`src/rtl/bag_pkg.sv`:
```
package bag_pkg;
    typedef enum logic [1:0] {
        SRC_NONE = 2'd0,
        SRC_PROC = 2'd1,
        SRC_CTRL = 2'd2
    } load_src_e;
endpackage

```
`src/rtl/bag_strobe_arb.sv`:
```
module bag_strobe_arb
    import bag_pkg::*;
(
    input  logic      proc_strobe_n,
    input  logic      ctrl_strobe_n,
    input  logic      chip_en_n,
    input  logic      adv_n,
    output logic      load,
    output logic      step,
    output load_src_e src
);
    logic proc_ok;

    always_comb begin
        proc_ok = !proc_strobe_n && !chip_en_n;
        if (proc_ok)             src = SRC_PROC;
        else if (!ctrl_strobe_n) src = SRC_CTRL;
        else                     src = SRC_NONE;
        load = (src != SRC_NONE);
        step = !load && !adv_n;
    end
endmodule

```
`src/rtl/bag_seq_map.sv`:
```
module bag_seq_map #(
    parameter int BURST_BITS = 2
) (
    input  logic [BURST_BITS-1:0] start_lo,
    input  logic [BURST_BITS-1:0] beat,
    input  logic                  interleave,
    output logic [BURST_BITS-1:0] addr_lo
);
    logic [BURST_BITS-1:0] xor_lo;
    logic [BURST_BITS-1:0] add_lo;

    always_comb begin
        xor_lo  = start_lo ^ beat;
        add_lo  = start_lo + beat;
        addr_lo = interleave ? xor_lo : add_lo;
    end
endmodule

```
`src/rtl/burst_addr_gen.sv`:
```
module burst_addr_gen
    import bag_pkg::*;
#(
    parameter int ADDR_W     = 17,
    parameter int BURST_BITS = 2
) (
    input  logic              clk,
    input  logic              rst_n,
    input  logic [ADDR_W-1:0] addr_in,
    input  logic              proc_strobe_n,
    input  logic              ctrl_strobe_n,
    input  logic              chip_en_n,
    input  logic              adv_n,
    input  logic              seq_interleave,
    output logic [ADDR_W-1:0] addr_out,
    output logic              burst_active
);
    localparam int UPPER_W = ADDR_W - BURST_BITS;
    localparam logic [BURST_BITS-1:0] BEAT_ONE  = 1;
    localparam logic [BURST_BITS-1:0] BEAT_LAST = '1;

    typedef struct packed {
        logic [UPPER_W-1:0]    upper;
        logic [BURST_BITS-1:0] start_lo;
        logic [BURST_BITS-1:0] beat;
        logic                  interleave;
        logic                  active;
    } state_t;

    state_t    state_d, state_q;
    logic      load, step;
    load_src_e src;
    logic [BURST_BITS-1:0] addr_lo;

    bag_strobe_arb i_arb (
        .proc_strobe_n (proc_strobe_n),
        .ctrl_strobe_n (ctrl_strobe_n),
        .chip_en_n     (chip_en_n),
        .adv_n         (adv_n),
        .load          (load),
        .step          (step),
        .src           (src)
    );

    bag_seq_map #(.BURST_BITS(BURST_BITS)) i_map (
        .start_lo   (state_q.start_lo),
        .beat       (state_q.beat),
        .interleave (state_q.interleave),
        .addr_lo    (addr_lo)
    );

    always_comb begin
        state_d = state_q;
        if (load) begin
            state_d.upper      = addr_in[ADDR_W-1:BURST_BITS];
            state_d.start_lo   = addr_in[BURST_BITS-1:0];
            state_d.beat       = '0;
            state_d.interleave = seq_interleave;
            state_d.active     = 1'b1;
        end else if (step) begin
            state_d.beat = state_q.beat + BEAT_ONE;
            if (state_q.beat == BEAT_LAST) state_d.active = 1'b0;
        end
    end

    always_ff @(posedge clk or negedge rst_n) begin
        if (!rst_n) state_q <= '0;
        else        state_q <= state_d;
    end

    assign addr_out     = {state_q.upper, addr_lo};
    assign burst_active = state_q.active;

    // Assertions
    assert_proc_load_R2: assert property (@(posedge clk) disable iff (!rst_n)
        (!proc_strobe_n && !chip_en_n) |=> (addr_out == $past(addr_in) && burst_active));

    assert_proc_gated_R3: assert property (@(posedge clk) disable iff (!rst_n)
        (!proc_strobe_n && chip_en_n && ctrl_strobe_n && adv_n)
        |=> ($stable(addr_out) && $stable(burst_active)));

    assert_ctrl_load_R4: assert property (@(posedge clk) disable iff (!rst_n)
        (!ctrl_strobe_n) |=> (addr_out == $past(addr_in) && burst_active));

    assert_strobe_beats_adv_R5: assert property (@(posedge clk) disable iff (!rst_n)
        (src != SRC_NONE && !adv_n) |=> (addr_out[BURST_BITS-1:0] == $past(addr_in[BURST_BITS-1:0])));

    assert_upper_fixed_R9: assert property (@(posedge clk) disable iff (!rst_n)
        (!load) |=> $stable(addr_out[ADDR_W-1:BURST_BITS]));

    assert_hold_R10: assert property (@(posedge clk) disable iff (!rst_n)
        (proc_strobe_n && ctrl_strobe_n && adv_n) |=> ($stable(addr_out) && $stable(burst_active)));

    assert_wrap_clears_R11: assert property (@(posedge clk) disable iff (!rst_n)
        (step && state_q.beat == BEAT_LAST) |=> !burst_active);
endmodule

```
`config.mk`:
```
export PLATFORM = sky130hd
export DESIGN_NAME = burst_addr_gen
export DESIGN_NICKNAME = d
export VERILOG_FILES = /design/src/rtl/bag_pkg.sv /design/src/rtl/bag_strobe_arb.sv /design/src/rtl/bag_seq_map.sv /design/src/rtl/burst_addr_gen.sv
export SDC_FILE = /design/constraint.sdc
export NUM_CORES = 1
export LEC_CHECK = 0
export ABC_CLOCK_PERIOD_IN_PS = 1080
export BUFFER_PORTS_ARGS = -buffer_cell sky130_fd_sc_hd__buf_2
export CORE_MARGIN = 1
export CORE_UTILIZATION = 39
export DETAILED_ROUTE_END_ITERATION = 10
export MAX_ROUTING_LAYER = met4
export PLACE_DENSITY = 0.72
export SYNTH_ARGS = -nofsm -noshare
export SYNTH_HDL_FRONTEND = slang
export SYNTH_SLANG_ARGS = --single-unit
export TNS_END_PERCENT = 30
```
`constraint.sdc`:
```
create_clock -name clk -period 1.08 [get_ports clk]
set_input_delay 0.27 -clock clk [delete_from_list [all_inputs] [get_ports clk]]
set_output_delay 0.27 -clock clk [all_outputs]
set_load 0.01 [all_outputs]
```
==> impl_results.md <==
* Status: finished, violations left
* Failing checks: setup timing
* Most instantiated cells after synthesis: dfrtp_1, mux2_2
* H-Tree Level Count at 1
* Adder-cell share of the synthesized area at 2.94%
* Die Height at 48.7 um
* Post-synthesis compound-gate area fraction at 1.91%
* FFs w/ async S/R, synth at 100%
* Setup TNS at -0.774 ns
* Clock period minus worst slack at 1.52 ns
* Worst Slack Setup Final at -0.444 ns
* Simple-gate share of the synthesized area at 2.35%
* I/O pins at 42
* DRC at 0
* Top FF cell, synth: dfrtp_1
* Max_slew headroom at 70.1%
* GRT Util Overall at 14.0%
* Layout cells sized above 1 at 70.9%
* Synth area leaders: dfrtp_1, mux2_2, ha_1, buf_6, xnor2_1
* Mux share of post-synthesis cell area at 25.0%
* Layout area overhead at 42.3%
* Slew @ Worst Pin at 0.448 ns
* Via Count at 585
* Area of the mapped netlist at 852 um^2
* Antenna viol nets, final at 0
* Vias in the first global route at 613
* WL final at 1390 um
* Cells after Synth at 54
* Critical Path Fanout Max at 2
* Final Util at 60.6%
* Nets at 130
* Setup repair after global routing missed its margin: yes
* Antenna fix cells at 0
* Type of origin of the critical path: flop
* Pwr dens at 1320 mW/mm^2
* Clock-pin transition on the worst setup and hold timing paths at 0.11 ns
* Initial antenna violation count at 0
* Later-pin clock latency in the skew report at 0.29 ns
* Fillers at 180
* Die width at 48.7 um
* CP endpoint kind: output pin
* Die area at 0.00238 mm^2
* CTS tree: built
* Dominant cell type by area after synthesis: dfrtp_1
* Worst clock skew at 0.00243 ns
* First-pass GRT wire length at 2530 um
* Max Transition Viols Final at 0
* Setup violators final at 15
* Final hold viol count at 0
* Root Driver: clkbuf_4
* Placed Cells at 123
* Number of synthesized flops with an enable pin at 0
* DR WL/cell at 10.7 um
* Top-area cell type share of the netlist area at 61.7%
* Largest net degree at the start of global routing at 22
* Multi-input logic area at 348 um^2
* Initial Utilization at 42.6%
* Port bufs at 41
* Iteration-0 DRC Markers at 0
* Final hold slack at 0.200 ns
* Unique masters post-synth at 14
* Largest family of logic cells by synthesized area: multiplexers
* Synthesized area per cell at 15.8 um^2
* Via/cell ratio at 4.50
* Worst Path Arrival at 1.25 ns
* Crit path kind: flop to output pin
* Reg2reg setup slack at 0 ns
* Hold WC Path Type: input port to flop
* Most numerous cell in the Yosys netlist: dfrtp_1
* Post-Syn Nets at 80
* Number of max-cap violations at 0
* Ys Warns at 0
* Number of non-filler instances in the completed layout at 130
* Worst EP required at 0.81 ns
* Synthesized flop and latch total at 21
* CTS Buffer Depth at 2
* Fmax at 656 MHz
* Core ar. at 0.00200 mm^2
* Gr ovfl total at 0
* Part of the Yosys area used for sequential elements at 61.7%
* TritonRoute pass-1 iters at 1
* Sink Count at 21
* Leakage power at 0.584 nW
* Area share of xor/xnor cells in the synthesized design at 3.08%
* Routability congestion estimate at 0.651
* Period utilisation layout at 141%
* CTS Buf Count at 3
* Peak supply drop at 0.794 mV
* Reg area at 526 um^2
* Row count at 16
logic make-up after synthesis:
group,count (synthesis)
adders and majority gates,2
AOI/OAI and AO/OA,2
muxes,19
DFF,21
xor gates and xnor gates,3
and+or+nand+nor,4
buffers and inverters,3
routing by layer:
layer / up-vias / GRT usage (%) / share of wire (%)
li1: 282 / - / -
met1: 273 / 17.6 / 45
met2: 30 / 22.7 / 46
met5: - / - / 0
met3: 0 / 3.14 / 8.2
met4: 0 / 4.41 / 0
path summary, 6_finish.rpt:
| check | startpoint | to | cells after the start |
|---|---|---|---|
| setup / recovery | state_q[2] | addr_out[1] | 4 |
| hold / removal | addr_in[2] | addr_out[2] | 2 |
| setup reg to reg | state_q[2] | state_q[3] | 4 |
| hold reg to reg | burst_active | burst_active | 1 |
| max in group asynchronous | rst_n | addr_out[14] | 2 |
| min in group asynchronous | rst_n | state_q[2] | 2 |
through the flow:
step,instance area (um^2),total power [W],worst slack [ns]
after global routing,1210,0.00171,-0.505
after global placement,1120,0.00122,-0.115
after CTS,1180,0.00162,-0.458
final,1210,0.00161,-0.444
after detailed placement,1120,0.00123,-0.141
after floorplan,870,0.00108,-0.0505
worst max-delay path, cell delays in order, from the launching register on:
cell     delay (ns)
dfrtp_1        0.42
ha_4           0.17
nor2b_4        0.12
xnor2_2        0.12
buf_2          0.14
power breakdown:
| group | internal [W] | total (W) | switching, W | leakage, nW |
|---|---|---|---|---|
| Clock | 0.000143 | 0.000352 | 0.000209 | 0.0150 |
| Combinational | 0.000208 | 0.000354 | 0.000146 | 0.323 |
| Sequential | 0.000858 | 0.000900 | 0.0000412 | 0.246 |
placed cells by master, fill, tap and decap left out, types with 2 or more instances in the layout:
| cell type | instances |
|---|---|
| dfrtp_1 | 21 |
| ha_4 | 2 |
| buf_4 | 5 |
| nor2_1 | 2 |
| xnor2_2 | 2 |
| mux2_2 | 17 |
| buf_2 | 40 |
| clkbuf_4 | 3 |
registers in the layout, summed over array words and instances (netlist names):
| register | count |
|---|---|
| burst_active | 1 |
| addr_out | 15 |
| state_q | 5 |
what timing repair did:
| action | in CTS | in global routing |
|---|---|---|
| cloned | 0 | 0 |
| buffers inserted | 2 | 3 |
| endpoints found under the hold margin | 21 | 0 |
| hold buffers | 1 | 0 |
| resized for setup | 1 | 3 |
| setup endpoints to repair | 19 | 20 |
| pin swaps | 2 | 1 |
area by class of cell:
class	instances	area share, %
timing repair buffer	48	23.0
tap	27	2.79
clock buffer	4	2.17
multi-input combinational	30	28.7
sequential	21	43.3
No activity file was read; power rests on OpenSTA's default activity.
